### src/rtl/phy_stat_pkg.sv
package phy_stat_pkg;
  typedef enum logic [1:0] {
    CTL_IDLE   = 2'b00,
    CTL_STATUS = 2'b01
  } ctl_code_e;

  typedef enum logic {
    SEQ_IDLE  = 1'b0,
    SEQ_SHIFT = 1'b1
  } seq_state_e;
endpackage

### src/rtl/stat_bank.sv
module stat_bank #(
  parameter int W = 16
) (
  input  logic         clk,
  input  logic         rst_n,
  input  logic [W-1:0] set_i,
  input  logic [W-1:0] clr_i,
  output logic [W-1:0] bits_o
);
  logic [W-1:0] bits_q, bits_d;
  logic         upd_en;

  // set has priority over clear
  always_comb begin
    bits_d = (bits_q & ~clr_i) | set_i;
    upd_en = |(set_i | clr_i);
  end

  always_ff @(posedge clk or negedge rst_n) begin
    if (!rst_n)      bits_q <= '0;
    else if (upd_en) bits_q <= bits_d;
  end

  assign bits_o = bits_q;

  generate
    for (genvar i = 0; i < W; i++) begin : g_chk
      assert_set_wins_R2: assert property (@(posedge clk) disable iff (!rst_n)
        set_i[i] |=> bits_o[i]);
      assert_clear_takes_R5: assert property (@(posedge clk) disable iff (!rst_n)
        (clr_i[i] && !set_i[i]) |=> !bits_o[i]);
    end
  endgenerate

  assert_hold_quiet_R2: assert property (@(posedge clk) disable iff (!rst_n)
    (set_i == '0 && clr_i == '0) |=> $stable(bits_o));
endmodule

### src/rtl/retry_ctl.sv
module retry_ctl #(
  parameter int SHORT_W = 4
) (
  input  logic               clk,
  input  logic               rst_n,
  input  logic               req_i,
  input  logic               req_long_i,
  input  logic               abort_i,
  input  logic               abort_long_i,
  input  logic [SHORT_W-1:0] low_bits_i,
  input  logic               start_i,
  output logic               want_o,
  output logic               want_long_o
);
  logic pend_q, pend_d;
  logic pend_long_q, pend_long_d;
  logic retry;
  logic pend_en;

  always_comb begin
    retry       = abort_i && (abort_long_i || (|low_bits_i));
    pend_d      = ((pend_q || req_i) && !start_i) || retry;
    pend_long_d = start_i ? 1'b0
                          : (pend_long_q || (req_i && req_long_i) || (retry && abort_long_i));
    pend_en     = req_i || start_i || abort_i;
  end

  always_ff @(posedge clk or negedge rst_n) begin
    if (!rst_n) begin
      pend_q      <= 1'b0;
      pend_long_q <= 1'b0;
    end else if (pend_en) begin
      pend_q      <= pend_d;
      pend_long_q <= pend_long_d;
    end
  end

  assign want_o      = pend_q || req_i;
  assign want_long_o = pend_long_q || (req_i && req_long_i);

  assert_long_retry_R8: assert property (@(posedge clk) disable iff (!rst_n)
    (abort_i && abort_long_i) |=> (pend_q && pend_long_q));
  assert_short_drop_R9: assert property (@(posedge clk) disable iff (!rst_n)
    (abort_i && !abort_long_i && low_bits_i == '0 && !pend_q && !req_i) |=> !pend_q);
  assert_short_keep_R9: assert property (@(posedge clk) disable iff (!rst_n)
    (abort_i && (low_bits_i != '0)) |=> pend_q);
  assert_start_consumes_R10: assert property (@(posedge clk) disable iff (!rst_n)
    (start_i && !abort_i) |=> !pend_q || $past(req_i && 1'b0));
endmodule

### src/rtl/xfer_seq.sv
module xfer_seq
  import phy_stat_pkg::*;
#(
  parameter int W       = 16,
  parameter int SHORT_W = 4,
  parameter int LANES   = 2
) (
  input  logic             clk,
  input  logic             rst_n,
  input  logic             want_i,
  input  logic             want_long_i,
  input  logic             rx_i,
  input  logic [W-1:0]     bits_i,
  output logic [1:0]       ctl_o,
  output logic [LANES-1:0] data_o,
  output logic             busy_o,
  output logic [W-1:0]     clr_o,
  output logic             start_o,
  output logic             abort_o,
  output logic             abort_long_o
);
  localparam int PAIRS_L = W / LANES;
  localparam int PAIRS_S = SHORT_W / LANES;
  localparam int CNTW    = (PAIRS_L > 1) ? $clog2(PAIRS_L) : 1;
  localparam int IW      = (W > 1) ? $clog2(W) : 1;

  seq_state_e      state_q, state_d;
  logic [CNTW-1:0] cnt_q, cnt_d;
  logic            long_q, long_d;
  logic            seq_en;
  logic            shift_now;
  logic            last_now;
  logic [CNTW-1:0] last_idx;

  always_comb begin
    last_idx  = long_q ? CNTW'(PAIRS_L - 1) : CNTW'(PAIRS_S - 1);
    shift_now = (state_q == SEQ_SHIFT) && !rx_i;
    last_now  = shift_now && (cnt_q == last_idx);
  end

  // next-state logic
  always_comb begin
    state_d = state_q;
    cnt_d   = cnt_q;
    long_d  = long_q;
    start_o = 1'b0;
    unique case (state_q)
      SEQ_IDLE: begin
        if (want_i && !rx_i) begin
          state_d = SEQ_SHIFT;
          cnt_d   = '0;
          long_d  = want_long_i;
          start_o = 1'b1;
        end
      end
      SEQ_SHIFT: begin
        if (rx_i || (cnt_q == last_idx)) state_d = SEQ_IDLE;
        else                             cnt_d   = cnt_q + 1'b1;
      end
      default: state_d = SEQ_IDLE;
    endcase
    seq_en = start_o || (state_q == SEQ_SHIFT);
  end

  always_ff @(posedge clk or negedge rst_n) begin
    if (!rst_n) begin
      state_q <= SEQ_IDLE;
      cnt_q   <= '0;
      long_q  <= 1'b0;
    end else if (seq_en) begin
      state_q <= state_d;
      cnt_q   <= cnt_d;
      long_q  <= long_d;
    end
  end

  // lane drive
  generate
    for (genvar l = 0; l < LANES; l++) begin : g_lane
      logic [IW-1:0] idx;
      assign idx       = IW'(IW'(cnt_q) * IW'(LANES)) + IW'(l);
      assign data_o[l] = shift_now && bits_i[idx];
    end
  endgenerate

  // clear mask: low pairs as delivered, upper pairs on full completion
  generate
    for (genvar p = 0; p < PAIRS_L; p++) begin : g_pair
      for (genvar l = 0; l < LANES; l++) begin : g_bit
        if (p < PAIRS_S) begin : g_early
          assign clr_o[p*LANES+l] = shift_now && (cnt_q == CNTW'(p));
        end else begin : g_late
          assign clr_o[p*LANES+l] = last_now && long_q;
        end
      end
    end
  endgenerate

  assign ctl_o        = shift_now ? CTL_STATUS : CTL_IDLE;
  assign busy_o       = (state_q == SEQ_SHIFT);
  assign abort_o      = (state_q == SEQ_SHIFT) && rx_i;
  assign abort_long_o = long_q;

  assert_abort_quiet_R6: assert property (@(posedge clk) disable iff (!rst_n)
    (busy_o && rx_i) |-> (ctl_o == CTL_IDLE));
  assert_abort_drops_R6: assert property (@(posedge clk) disable iff (!rst_n)
    (busy_o && rx_i) |=> !busy_o);
  assert_fresh_start_R3: assert property (@(posedge clk) disable iff (!rst_n)
    $rose(busy_o) |-> (cnt_q == '0));
  assert_short_len_R3: assert property (@(posedge clk) disable iff (!rst_n)
    (busy_o && !rx_i && !long_q && cnt_q == CNTW'(PAIRS_S - 1)) |=> !busy_o);
  assert_long_len_R4: assert property (@(posedge clk) disable iff (!rst_n)
    (busy_o && !rx_i && long_q && cnt_q != CNTW'(PAIRS_L - 1)) |=> busy_o);
  assert_no_start_rx_R10: assert property (@(posedge clk) disable iff (!rst_n)
    (!busy_o && rx_i) |=> !busy_o);
  assert_data_quiet_R11: assert property (@(posedge clk) disable iff (!rst_n)
    (ctl_o == CTL_IDLE) |-> (data_o == '0));
endmodule

### src/rtl/phy_status_xfer.sv
module phy_status_xfer #(
  parameter int STAT_W  = 16,
  parameter int SHORT_W = 4,
  parameter int LANES   = 2
) (
  input  logic              clk,
  input  logic              rst_n,
  input  logic [STAT_W-1:0] stat_set_i,
  input  logic              xfer_req_i,
  input  logic              xfer_long_i,
  input  logic              rx_start_i,
  output logic [1:0]        ctl_o,
  output logic [LANES-1:0]  data_o,
  output logic              busy_o
);
  logic [1:0]        rst_pipe_q;
  logic              rst_int_n;
  logic [STAT_W-1:0] stat_bits;
  logic [STAT_W-1:0] stat_clr;
  logic              want, want_long, start, abort, abort_long;
  logic [SHORT_W-1:0] low_after;

  // asynchronous assert, synchronous release
  always_ff @(posedge clk or negedge rst_n) begin
    if (!rst_n) rst_pipe_q <= 2'b00;
    else        rst_pipe_q <= {rst_pipe_q[0], 1'b1};
  end
  assign rst_int_n = rst_pipe_q[1];

  stat_bank #(.W(STAT_W)) u_bank (
    .clk    (clk),
    .rst_n  (rst_int_n),
    .set_i  (stat_set_i),
    .clr_i  (stat_clr),
    .bits_o (stat_bits)
  );

  // no clear happens in an abort cycle, so set pulses give the post-abort value
  assign low_after = stat_bits[SHORT_W-1:0] | stat_set_i[SHORT_W-1:0];

  retry_ctl #(.SHORT_W(SHORT_W)) u_retry (
    .clk          (clk),
    .rst_n        (rst_int_n),
    .req_i        (xfer_req_i),
    .req_long_i   (xfer_long_i),
    .abort_i      (abort),
    .abort_long_i (abort_long),
    .low_bits_i   (low_after),
    .start_i      (start),
    .want_o       (want),
    .want_long_o  (want_long)
  );

  xfer_seq #(.W(STAT_W), .SHORT_W(SHORT_W), .LANES(LANES)) u_seq (
    .clk          (clk),
    .rst_n        (rst_int_n),
    .want_i       (want),
    .want_long_i  (want_long),
    .rx_i         (rx_start_i),
    .bits_i       (stat_bits),
    .ctl_o        (ctl_o),
    .data_o       (data_o),
    .busy_o       (busy_o),
    .clr_o        (stat_clr),
    .start_o      (start),
    .abort_o      (abort),
    .abort_long_o (abort_long)
  );

  assert_reset_idle_R1: assert property (@(posedge clk)
    !rst_int_n |=> (!busy_o || !rst_int_n));
endmodule

### config.mk
export PLATFORM = sky130hd
export DESIGN_NAME = phy_status_xfer
export DESIGN_NICKNAME = d
export VERILOG_FILES = /design/src/rtl/phy_stat_pkg.sv /design/src/rtl/stat_bank.sv /design/src/rtl/retry_ctl.sv /design/src/rtl/xfer_seq.sv /design/src/rtl/phy_status_xfer.sv
export SDC_FILE = /design/constraint.sdc
export NUM_CORES = 1
export LEC_CHECK = 0
export ABC_AREA = 1
export CAP_MARGIN = 20
export CORE_ASPECT_RATIO = 0.8
export CORE_UTILIZATION = 40
export CTS_BUF_LIST = sky130_fd_sc_hd__clkbuf_8
export DETAILED_ROUTE_END_ITERATION = 10
export MAX_ROUTING_LAYER = met4
export PLACE_DENSITY = 0.68
export SLEW_MARGIN = 20
export SYNTH_ARGS = -nofsm -noshare
export SYNTH_HDL_FRONTEND = slang
export SYNTH_SLANG_ARGS = --single-unit
### constraint.sdc
create_clock -name clk -period 1.58 [get_ports clk]
set_clock_uncertainty 0.2 [all_clocks]
set_input_delay 0.237 -clock clk [delete_from_list [all_inputs] [get_ports clk]]
set_output_delay 0.237 -clock clk [all_outputs]
set_load 0.05 [all_outputs]
[Word level (Yosys, flattened, before mapping)]
Cells that the tools add are included.
Word-level totals
  register bits after elaboration: 25
  input bits: 21
  output and inout bits: 5
  logic and storage cells: 64
Cells by class
  add/subtract/negate cells: 2
  $lt $le $gt $ge: 2
  eq/ne operators: 4
  multiplexer cells: 14
  bitwise operators: 6
  reductions and logical operators: 29
Operators with widths (number)
  16-bit bitwise OR: 2
  16-bit AND: 1
  16-bit inverter: 1
  16-bit OR reduction: 1
  1-bit logical AND: 13
  4-bit by 5-bit less-than comparator with 1-bit output (second input constant): 2
  1-bit logical OR: 9
  3-bit two-way mux: 3
  1-bit two-way mux: 7
  3-bit one-hot mux with 2 select lines: 1
  3-bit AND reduction: 2
  4-bit by 1-bit adder with 4-bit output (second input constant): 1
  1-bit binary-select mux with 4-bit select: 1
  4-bit bitwise OR: 1
  4-bit OR reduction: 1
  3-bit by 1-bit adder with 3-bit output (second input constant): 1
  1-bit binary-select mux with 3-bit select: 1
  3-bit by 1-bit == test with 1-bit output (second input constant): 1
  3-bit == test: 1
  3-bit logical NOT: 1
  1-bit logical NOT: 2
  2-bit by 1-bit inequality test with 1-bit output (second input constant): 1
  2-bit inequality test (second input constant): 1
  1-bit one-hot mux with 2 select lines: 1
  1-bit inverter: 1

[Longest topological paths before layout]
Gate-level depths: netlist of the first run.
  depth in word-level cells: 7
  gate-level depth with buffers: 8
  mapped depth without buffers: 7

[By module]
From an unflattened synthesis of the first run, not the netlist that was laid out.
Second synthesis, totals
  cells, all modules: 209
  area, all modules: 1485.2 um2
Modules (own cells, without submodules)
  stat_bank: times used 1, cells each 80, area each 640.6 um2, seq. area each 400.4 um2
  xfer_seq: times used 1, cells each 97, area each 629.4 um2, seq. area each 125.1 um2
  retry_ctl: times used 1, cells each 17, area each 116.4 um2, seq. area each 50.0 um2
  phy_status_xfer: times used 1, cells each 15, area each 98.8 um2, seq. area each 50.0 um2

[Worst setup path after synthesis of the first run]
No wires, ideal clock.
  kind: flip-flop to output port
  start point: register u_seq.state_q (netlist: u_seq.busy_o)
  end point: output port data_o[0]
  arrival time: 1.687 ns
  data required time: 1.143 ns
  setup slack: -0.544 ns
  cell stages (with the launch flop): 5
  buffers on the path: 0
  path through: dfrtp_1 > nand2_1 > inv_2 > nand2_1 > nor2_1
On the way
  longest elaborated chain between the ends: 2
Ends and longest elaborated chain
  start, declared: line xfer_seq.sv:27  | seq_state_e state_q, state_d;
  start signal, assigned: line xfer_seq.sv:71  | state_q <= state_d;
  1-bit logical AND: line xfer_seq.sv:37  | shift_now = (state_q == SEQ_SHIFT) && !rx_i;
  via u_seq.shift_now: line xfer_seq.sv:31  | logic shift_now;
  1-bit logical AND: line xfer_seq.sv:82  | assign data_o[l] = shift_now && bits_i[idx];
  end, declared: line phy_status_xfer.sv:13  | output logic [LANES-1:0] data_o,
The timed path passes the listed nets, and every way through them passes these cells.

[Worst setup path in the final report of the first run]
  start point: register u_seq.cnt_q[0]
  end point: output port data_o[0]
On the way
  longest elaborated chain between the ends: 3
Ends and longest elaborated chain
  start, declared: line xfer_seq.sv:28  | logic [CNTW-1:0] cnt_q, cnt_d;
  start signal, assigned: line xfer_seq.sv:72  | cnt_q <= cnt_d;
  1-bit binary-select mux with 3-bit select: line xfer_seq.sv:82
  1-bit two-way mux (implied by the code): line xfer_seq.sv:82
  1-bit logical AND: line xfer_seq.sv:82
Every way passes these cells. The select of a mux whose other input is x is not followed.

==> results_dict.tcl, run 1 <==
set metrics [dict create \
    synthDominantCellAreaShare_pct 47.8 \
    outcome "finished, violations left" \
    grt_pass1_vias 1055 \
    cts_tree "done" \
    port_buffers 24 \
    max_freq_mhz 520 \
    route.detailed.drc 0 \
    combPwrFrac_pct 46.4 \
    p_leak_nw 0.932 \
    violations "negative setup slack" \
    fin_crit_ns 1.92 \
    synth.yosys.seq_area_share_pct 47.8 \
    p_clk_share_pct 16.6 \
    wl_per_cell_um 11.4 \
    p_int_w 0.00142 \
    die_h_um 53.2 \
    syn_nets 178 \
    grt_util_all_layers_pct 18.2 \
    nets 213 \
    seq_power_share_pct 37.0 \
    cts_root_buf "clkbuf_8" \
    fin_cells 228 \
    clk_latency_ns 0.27 \
    crit_path_start_kind "flip-flop" \
    setup_viol 2 \
    via_per_inst 4.76 \
    numCtsBuffers 3 \
    antenna_found_initial 0 \
    cts_num_sinks 25 \
    rr_worst_depth 7 \
    syn_area_mm2 0.00131 \
    rows 18 \
    synth_cells 154 \
    drt_iter0_drc 52 \
    layout_worst_path_cycle_share_pct 122 \
    rsz0062_at_grt "true" \
    n_fill_cell 276 \
    gr-total-overflow 0 \
    initial_core_util_pct 42.1 \
    die_w_um 66.0 \
    first_pass_iters 4 \
    clk_pin_slew_ns 0.09 \
    drt_wl_total_um 2590 \
    peakVddDrop_mv 0.676 \
    synthTopCellsByArea "dfrtp_1 (48%), nand2_1 (9.2%), o21bai_1 (8.0%), inv_1 (7.4%), nand3_1 (4.2%)" \
    placedInstanceArea_mm2 0.00170 \
    grt_pass1_wl_um 4550 \
    hold_viol_final 0 \
    io_pins 26 \
    coreArea_mm2 0.00311 \
    grt_max_degree 24 \
    syn_avg_cell_area_um2 8.51 \
    swShare_pct 38.1 \
    gp_congestion 0.773 \
    drv_slew 0 \
    p_sw_w 0.000871 \
    hold_class "flip-flop to async pin" \
    r2r_end "u_seq.cnt_q[2]$_DFFE_PN0P_" \
    cp.arrival_ns 1.49 \
    synth-seq-cells 25 \
    required_ns 1.14 \
    r2r-start "u_seq.cnt_q[0]$_DFFE_PN0P_" \
    antenna_cells 0 \
    synth_cell_types 25 \
    place_hpwl_um 1980 \
    design_area_mm2 0.00180 \
    clockBufferDepth 2 \
    power.density_mw_per_mm2 1270 \
    dieArea_mm2 0.00351 \
    synth_top_cell_by_area "dfrtp_1" \
    drive_above_1_share_pct 22.3 \
    place_inst 222 \
    num_vias 1086 \
    h-tree-depth 1 \
    critPathMaxFanout 9 \
    hold_slack_ns 0.0203 \
    drv_cap 0 \
    area_delta_synth_final_pct 37.2 \
    rrSetupSlack_ns 0.07 \
    fin_total_pwr_w 0.00229 \
    yosysWarnings 0 \
    antenna_left 0 \
    critPathKind "flip-flop to primary output" \
    fin_ws_ns -0.344 \
    end_kind "primary output" \
]
-- cell families after synthesis --
| logic type | Yosys count | synth area share, % |
|---|---|---|
| simple gates | 63 | 21.7 |
| other cells | 2 | 0.573 |
| buf+inv | 35 | 13.7 |
| xor+xnor | 1 | 0.669 |
| flops | 25 | 47.8 |
| compound gates | 25 | 12.8 |
| fa+ha+maj | 3 | 2.87 |
-- metrics by stage --
| stage | util [%] | worst slack (ns) | TNS (ns) |
|---|---|---|---|
| final | 57.8 | -0.344 | -0.663 |
| after global routing | 57.8 | -0.415 | -0.838 |
| after floorplan | - | -0.0333 | -0.0666 |
| after global placement | 54.5 | -0.132 | -0.705 |
| after CTS | 57.0 | -0.352 | -0.693 |
| after detailed placement | 54.5 | -0.163 | -0.964 |
-- placed cells by master (no fill, tap or decap), types with 2 or more instances in the layout --
| cell | instances |
|---|---|
| clkdlybuf4s50_1 | 19 |
| ha_1 | 2 |
| buf_12 | 6 |
| dfrtp_2 | 4 |
| o21ai_0 | 2 |
| nand3_1 | 10 |
| nand2_4 | 2 |
| nor2_1 | 7 |
| dfrtp_1 | 21 |
| nor2_4 | 2 |
| clkbuf_8 | 3 |
| buf_4 | 9 |
| nor3_1 | 2 |
| a21oi_2 | 2 |
| nand2_1 | 29 |
| o21ai_1 | 4 |
| nand2_2 | 3 |
| inv_1 | 27 |
| o211ai_1 | 2 |
| conb_1 | 2 |
| o21bai_1 | 14 |
| nor2_2 | 4 |
-- cells in the mapped netlist (all sizes together) --
cell type / number
xnor2: 1
nand3: 12
conb: 2
buf: 6
a21oi: 2
o21bai: 14
dfrtp: 25
o21ai: 6
or2: 1
a21o: 1
inv: 28
nand4: 1
nor3: 2
o211ai: 2
nand2: 34
clkbuf: 1
nor2: 13
ha: 3
-- routing by layer --
| layer | track usage (%) | vias up | wire, µm |
|---|---|---|---|
| met5 | - | - | 0 |
| met4 | 6.03 | 0 | 29 |
| met3 | 5.17 | 5 | 126 |
| met1 | 21.2 | 516 | 1170 |
| met2 | 30.6 | 29 | 1260 |
| li1 | - | 536 | - |
-- worst max-delay path by stage --
stage | start | end | slack, ns | cells after the start
floorplan | u_seq.cnt_q[0]$_DFFE_PN0P_ | data_o[0] | -0.03 | 7
global placement | rx_start_i | data_o[1] | -0.13 | 7
detailed placement | rx_start_i | data_o[0] | -0.16 | 7
CTS | u_seq.cnt_q[0]$_DFFE_PN0P_ | data_o[0] | -0.35 | 7
global route | u_seq.cnt_q[0]$_DFFE_PN0P_ | data_o[0] | -0.41 | 7
finish | u_seq.cnt_q[0]$_DFFE_PN0P_ | data_o[0] | -0.34 | 7
-- final cells by class --
| cell class | count | area [µm²] | share of cell area (%) |
|---|---|---|---|
| sequential | 25 | 631 | 35.1 |
| multi-input combinational | 94 | 556 | 30.9 |
| timing repair buffer | 37 | 408 | 22.7 |
| inverter | 28 | 108 | 5.99 |
| tap | 40 | 50.0 | 2.79 |
| clock buffer | 3 | 41.3 | 2.30 |
| clock inverter | 1 | 3.75 | 0.209 |
-- registers in the layout, summed over array words and instances (netlist names) --
| signal | cells |
|---|---|
| u_retry.pend_q | 1 |
| u_retry.pend_long_q | 1 |
| rst_pipe_q | 2 |
| u_seq.abort_long_o | 1 |
| u_seq.cnt_q | 3 |
| u_bank.bits_o | 16 |
| u_seq.busy_o | 1 |
-- worst max-delay path, cell delays in order (launching register included) --
cell and delay, ns:
dfrtp_2 0.45, buf_12 0.15, a21oi_2 0.13, o21ai_1 0.08, nand2_1 0.08, nor2_2 0.05
nor2_4 0.13, buf_12 0.14
-- what timing repair did --
action	in CTS	in global routing
gates resized for setup	8	9
pin swaps	5	3
endpoints found under the hold margin	2	0
hold buffers	1	0
setup buffers	1	0
gates cloned	0	0
setup endpoints to repair	3	22
-- power by group through the flow --
stage	sequential, W	combinational, W	clock [W]
floorplan	0.000847	0.000637	0
global placement	0.000858	0.000970	0
detailed placement	0.000858	0.000988	0
CTS	0.000840	0.00104	0.000391
global route	0.000867	0.00115	0.000410
finish	0.000847	0.00106	0.000380
Power figures use the tool's default switching activity.
==> run 2, diff against run 1 <==
--- a/config.mk
+++ b/config.mk
@@ -12,8 +12,9 @@
 export CTS_BUF_LIST = sky130_fd_sc_hd__clkbuf_8
 export DETAILED_ROUTE_END_ITERATION = 10
 export MAX_ROUTING_LAYER = met4
-export PLACE_DENSITY = 0.68
+export PLACE_DENSITY = 0.67
 export SLEW_MARGIN = 20
 export SYNTH_ARGS = -nofsm -noshare
 export SYNTH_HDL_FRONTEND = slang
+export SYNTH_HIERARCHICAL = 1
 export SYNTH_SLANG_ARGS = --single-unit
==> run 2 against run 1 <==
Against the previous run: the run still ends with negative setup slack left; clock power about the same; utilization down 1.5 points; register-to-register slack about the same; via count up 6.6%; power up 18%; flip-flop and latch count unchanged; critical path depth up 1; global-route usage down 2.6 points; first-iteration DRC count up 62%; count of clock-buffer cells in the layout unchanged; combinational power up 39%; wire length up 2.2%; critical path type unchanged; largest cell class unchanged.
==> results_dict.tcl, run 2 <==
set metrics [dict create \
    grt_pass1_wl_um 4600 \
    grt_util_all_layers_pct 15.6 \
    pre_cts_slack_ns -0.204 \
    synth-async-reset-ratio_pct 100 \
    crit_path_max_incr_delay_ns 0.41 \
    ys.flop_type "dfrtp_1" \
    num_vias 1158 \
    syn_avg_cell_area_um2 7.11 \
    synth_cells 209 \
    worstPathCellList "buf_6, nor2_2, nor2_1, o21ai_1, nand2_1, nand3_2, nand2_2, buf_12" \
    n_fill_cell 330 \
    h-tree-depth 1 \
    hold_class "flip-flop to async pin" \
    rows 19 \
    dieArea_mm2 0.00396 \
    multi_input_area_um2 576 \
    synth.area.mux_share_pct 0 \
    synth_commonest_cells "nand2_1 (60), inv_1 (50), dfrtp_1 (25), nor2_1 (22), buf_4 (16)" \
    syn_nets 233 \
    port_buffers 24 \
    die_w_um 70.1 \
    hold_viol_final 0 \
    peakVddDrop_mv 0.729 \
    clk_pin_slew_ns 0.08 \
    drive_above_1_share_pct 21.7 \
    synth_adder_area_share_pct 2.53 \
    cp.arrival_ns 1.43 \
    fin_total_pwr_w 0.00270 \
    syn_area_mm2 0.00149 \
    nets 269 \
    synthDominantCellAreaShare_pct 42.1 \
    drt_iter0_drc 84 \
    critPathKind "flip-flop to primary output" \
    synthXorXnorAreaFrac_pct 0.590 \
    synthTopCellsByArea "dfrtp_1 (42%), nand2_1 (15%), inv_1 (13%), buf_4 (8.1%), nor2_1 (5.6%)" \
    max_freq_mhz 536 \
    seqCellArea_um2 627 \
    antenna_found_initial 0 \
    fin_crit_ns 1.87 \
    gr-total-overflow 0 \
    wl_per_cell_um 9.26 \
    numCtsBuffers 3 \
    cts_tree "done" \
    synth_top_cell_by_area "dfrtp_1" \
    antenna_left 0 \
    p_leak_nw 1.05 \
    antenna_cells 0 \
    violations "negative setup slack" \
    end_kind "primary output" \
    route.detailed.drc 0 \
    grt_max_degree 24 \
    critPathTopFamily "flip-flops" \
    cts_num_sinks 25 \
    first_pass_iters 4 \
    layout.cells.most_common "nand2_1" \
    crit_path_start_kind "flip-flop" \
    io_pins 26 \
    critPathMaxFanout 5 \
    clockBufferDepth 2 \
    required_ns 1.14 \
    setup_viol 2 \
    final_cell_mix "nand2_1 (57), inv_1 (48), dfrtp_1 (24)" \
    cts_root_buf "clkbuf_8" \
    rsz0062_at_grt "true" \
    synthSimpleGateAreaFrac_pct 28.1 \
    fin_ws_ns -0.286 \
    drt_wl_total_um 2650 \
    grt_pass1_vias 1048 \
    initial_core_util_pct 42.5 \
    synth_top_family_by_area "simple AND/OR/NAND/NOR gates" \
    synth_edf_count 0 \
    yosysWarnings 6 \
    yosysMostFrequentCell "nand2_1" \
    crit_buf_inv 2 \
    finalSetupTns_ns -0.565 \
    synth_compound_area_share_pct 4.30 \
    coreArea_mm2 0.00349 \
    rrSetupSlack_ns 0.06 \
    largest_reg_flops 16 \
    clk_latency_ns 0.27 \
    area_delta_synth_final_pct 32.5 \
    via_per_inst 4.05 \
    slowest_stage "dfrtp_1" \
    place_hpwl_um 1900 \
    synth-seq-cells 25 \
    gp_congestion 0.788 \
    outcome "finished, violations left" \
    drv_cap 0 \
    die_h_um 56.5 \
    synth_cell_types 20 \
    power.density_mw_per_mm2 1370 \
    synth.yosys.seq_area_share_pct 42.1 \
    layout_worst_path_cycle_share_pct 118 \
    drv_slew 0 \
]
-- run 2: cell count changes in the layout (fill, tap and decap cells not counted), sizes merged, moves of 5 or more --
cell,previous run,this run
nor2,13,22
nand2,34,65
inv,29,53
buf,16,26
o21bai,14,0
nand3,12,7
o21ai,6,11
-- run 2: per-layer routing --
layer | GRT usage [%] | share of wire [%] | vias up | wire (µm)
met2 | 21.4 | 42 | 18 | 1100
met5 | - | 0 | - | 0
li1 | - | - | 654 | -
met3 | 4.49 | 3.8 | 4 | 101
met1 | 21.0 | 53 | 482 | 1390
met4 | 7.71 | 2.0 | 0 | 53
-- run 2: worst reg2reg max path: stages (launching register included) --
cell,delay (ns)
dfrtp_1,0.41
buf_2,0.16
buf_4,0.16
ha_1,0.20
xnor2_1,0.12
nor2_1,0.11
nand2_2,0.06
nand2_1,0.05
-- run 2: cells by family (layout without fill, tap and decap cells) --
logic type,after synthesis,count (layout)
simple gates,97,97
buf+inv,69,104
flops,25,25
compound gates,12,12
fa+ha+maj,3,3
other cells,2,2
xor+xnor,1,1
-- run 2: worst paths after layout --
kind | cells past startpoint | to | start
min in group clk | 0 | rst_pipe_q[1]$_DFF_PN0_ | rst_pipe_q[0]$_DFF_PN0_
setup / recovery | 8 | data_o[0] | u_seq/cnt_q[0]$_DFFE_PN0P_
hold / removal | 1 | u_seq/cnt_q[2]$_DFFE_PN0P_ | rst_pipe_q[1]$_DFF_PN0_
max in group asynchronous | 2 | rst_pipe_q[0]$_DFF_PN0_ | rst_n
hold reg to reg | 1 | u_seq/cnt_q[2]$_DFFE_PN0P_ | rst_pipe_q[1]$_DFF_PN0_
setup reg to reg | 7 | u_seq/cnt_q[2]$_DFFE_PN0P_ | u_seq/cnt_q[0]$_DFFE_PN0P_
-- run 2: area by class of cell --
type | count | share of cell area, %
clock inverters | 1 | 0.254
well taps | 42 | 2.67
clock buffers | 3 | 2.10
inverters | 53 | 10.4
repair buffers | 47 | 23.5
multi-input cells | 115 | 29.2
flip-flops and latches | 25 | 31.8
-- run 2: per-stage QoR --
step,util [%],area (µm²),hold WS [ns],std cells
6_report,56.3,1970,0.0148,286
5_1_grt,56.3,1970,0.0643,286
4_1_cts,54.4,1900,0.0346,280
3_5_place_dp,52.4,1830,0.0256,274
3_3_place_gp,52.4,1830,0.0217,274
2_1_floorplan,-,1510,-0.259,209
-- run 2: timing repair --
action / 4_1_cts / 5_1_grt
hold endpoints to repair: 2 / 0
endpoints found under the setup margin: 3 / 18
hold buffers: 1 / 0
cloned: 0 / 1
pin swaps: 0 / 5
gates resized for setup: 4 / 8
setup buffers: 1 / 5
-- run 2: where the power goes --
group | leakage (nW) | internal [W] | switching [W] | total (W)
logic | 0.769 | 0.000688 | 0.000785 | 0.00147
clock network | 0.0255 | 0.000177 | 0.000202 | 0.000379
registers | 0.252 | 0.000760 | 0.0000934 | 0.000853
total | 1.05 | 0.00162 | 0.00108 | 0.00270
==> run 3, diff against run 2 <==
--- a/config.mk
+++ b/config.mk
@@ -9,10 +9,11 @@
 export CAP_MARGIN = 20
 export CORE_ASPECT_RATIO = 0.8
 export CORE_UTILIZATION = 40
-export CTS_BUF_LIST = sky130_fd_sc_hd__clkbuf_8
+export CTS_BUF_LIST = sky130_fd_sc_hd__clkbuf_4 sky130_fd_sc_hd__clkbuf_8
 export DETAILED_ROUTE_END_ITERATION = 10
 export MAX_ROUTING_LAYER = met4
 export PLACE_DENSITY = 0.67
+export SKIP_LAST_GASP = 1
 export SLEW_MARGIN = 20
 export SYNTH_ARGS = -nofsm -noshare
 export SYNTH_HDL_FRONTEND = slang
==> constraint.sdc (replaced) <==
create_clock -name clk -period 2 [get_ports clk]
set_clock_uncertainty 0.2 [all_clocks]
set_input_delay 0.3 -clock clk [delete_from_list [all_inputs] [get_ports clk]]
set_output_delay 0.3 -clock clk [all_outputs]
set_load 0.05 [all_outputs]
==> run 3 against run 2 <==
Against the previous run: the run now ends clean; sequential power shrank 17%; via count fell by 1.9%; count of clock-buffer cells in the layout increased by 1; critical endpoint unchanged; largest power group unchanged; highest routed layer unchanged.
==> results_dict.tcl, run 3 (synthesis results as in run 2) <==
set metrics [dict create \
    cp.arrival_ns 1.42 \
    coreArea_mm2 0.00349 \
    antenna_found_initial 0 \
    num_vias 1136 \
    finalSetupTns_ns 0 \
    antenna_left 0 \
    peakVddDrop_mv 0.508 \
    drt_iter0_drc 59 \
    end_kind "primary output" \
    grt_max_degree 24 \
    cts_setup_buffers 0 \
    max_freq_mhz 521 \
    p_leak_nw 0.968 \
    clk_latency_ns 0.27 \
    grt_pass1_vias 1002 \
    n_fill_cell 353 \
    first_pass_iters 4 \
    port_buffers 24 \
    grt-busiest-layer "met2" \
    gp_congestion 0.795 \
    antenna_cells 0 \
    outcome "finished, final reports clean" \
    drv_cap 0 \
    critPathMaxFanout 6 \
    h-tree-depth 1 \
    layout.cells.most_common "nand2_1" \
    cts_root_buf "clkbuf_8" \
    grt_pass1_wl_um 4290 \
    setup_viol 0 \
    clockBufferDepth 2 \
    numCtsBuffers 3 \
    place_inst 266 \
    rows 19 \
    final_cell_mix "nand2_1 (58), inv_1 (49), dfrtp_1 (24)" \
    drive_above_1_share_pct 17.4 \
    wl_per_cell_um 9.39 \
    layout_worst_path_cycle_share_pct 95.9 \
    route.detailed.drc 0 \
    clk_pin_slew_ns 0.09 \
    crit_path_start_kind "flip-flop" \
    met1_usage_pct 19.1 \
    drt_wl_total_um 2550 \
    nets 255 \
    rsz0062_at_grt "true" \
    dieArea_mm2 0.00396 \
    fin_cells 272 \
    drv_slew 0 \
    gr-total-overflow 0 \
    cts_tree "done" \
    die_w_um 70.1 \
    hold_class "flip-flop to async pin" \
    fin_crit_ns 1.92 \
    die_h_um 56.5 \
    place_hpwl_um 1860 \
    required_ns 1.50 \
    cts_num_sinks 25 \
    power.density_mw_per_mm2 1050 \
    io_pins 26 \
    met2_usage_pct 21.3 \
    largest_reg_flops 16 \
    via_per_inst 4.18 \
    grt_util_all_layers_pct 14.3 \
    use_met3_pct 4.49 \
    area_delta_synth_final_pct 25.7 \
    critPathKind "flip-flop to primary output" \
    hold_viol_final 0 \
    initial_core_util_pct 42.5 \
]
-- run 3: final timing paths --
check	cells after the start	slack, ns	endpoint	start
setup / recovery	8	0.08	data_o[0]	u_seq/cnt_q[0]$_DFFE_PN0P_
hold / removal	1	0.003	u_bank/bits_o[11]$_DFFE_PN0P_	rst_pipe_q[1]$_DFF_PN0_
setup reg to reg	8	0.41	u_bank/bits_o[12]$_DFFE_PN0P_	u_seq/busy_o$_DFFE_PN0P_
hold reg to reg	1	0.003	u_bank/bits_o[11]$_DFFE_PN0P_	rst_pipe_q[1]$_DFF_PN0_
max in group asynchronous	2	0.95	rst_pipe_q[1]$_DFF_PN0_	rst_n
min in group clk	0	0.16	rst_pipe_q[1]$_DFF_PN0_	rst_pipe_q[0]$_DFF_PN0_
-- run 3: worst max-delay path: stages (launching register included) --
cell and delay (ns):
dfrtp_1 0.41, buf_6 0.15, nor2_1 0.10, nor2_1 0.04
o21ai_1 0.08, nand2_1 0.08, nand3_2 0.06, nand2_2 0.07
buf_12 0.15
-- run 3: report_power, final --
part | internal [W] | total [W] | leakage, nW | switching [W]
Combinational | 0.000394 | 0.000947 | 0.690 | 0.000553
Sequential | 0.000600 | 0.000707 | 0.251 | 0.000107
Clock | 0.000156 | 0.000310 | 0.0262 | 0.000154
-- run 3: repair_timing --
action	4_1_cts	5_1_grt
hold buffers	1	0
hold endpoints to repair	2	0
gates resized for setup	0	17
endpoints found under the setup margin	0	2
-- run 3: metal layers --
metal  vias up  routed length (µm)
li1        626                   -
met1       490                1320
met2        18                1100
met3         2                 114
met4         0                  19
met5         -                   0
-- run 3: metrics by stage --
step / power [W] / utilization [%] / hold WS [ns] / area, µm² / setup WS [ns]
after CTS: 0.00190 / 51.8 / 0.0226 / 1810 / 0.000655
after global placement: 0.00157 / 50.2 / 0.0199 / 1750 / 0.0516
final: 0.00196 / 53.4 / 0.00332 / 1870 / 0.0824
after floorplan: 0.00133 / - / -0.196 / 1490 / 0.00754
after detailed placement: 0.00158 / 50.2 / 0.0224 / 1750 / 0.0281
after global routing: 0.00213 / 53.4 / 0.0554 / 1870 / -0.0271
-- run 3: final cells by class --
type / count / area, µm² / area share, %
clock buffer: 4 / 48.8 / 2.61
inverter: 53 / 206 / 11.1
multi-input combinational: 115 / 578 / 31.0
sequential: 25 / 627 / 33.6
tap: 42 / 52.6 / 2.82
timing repair buffer: 33 / 354 / 19.0
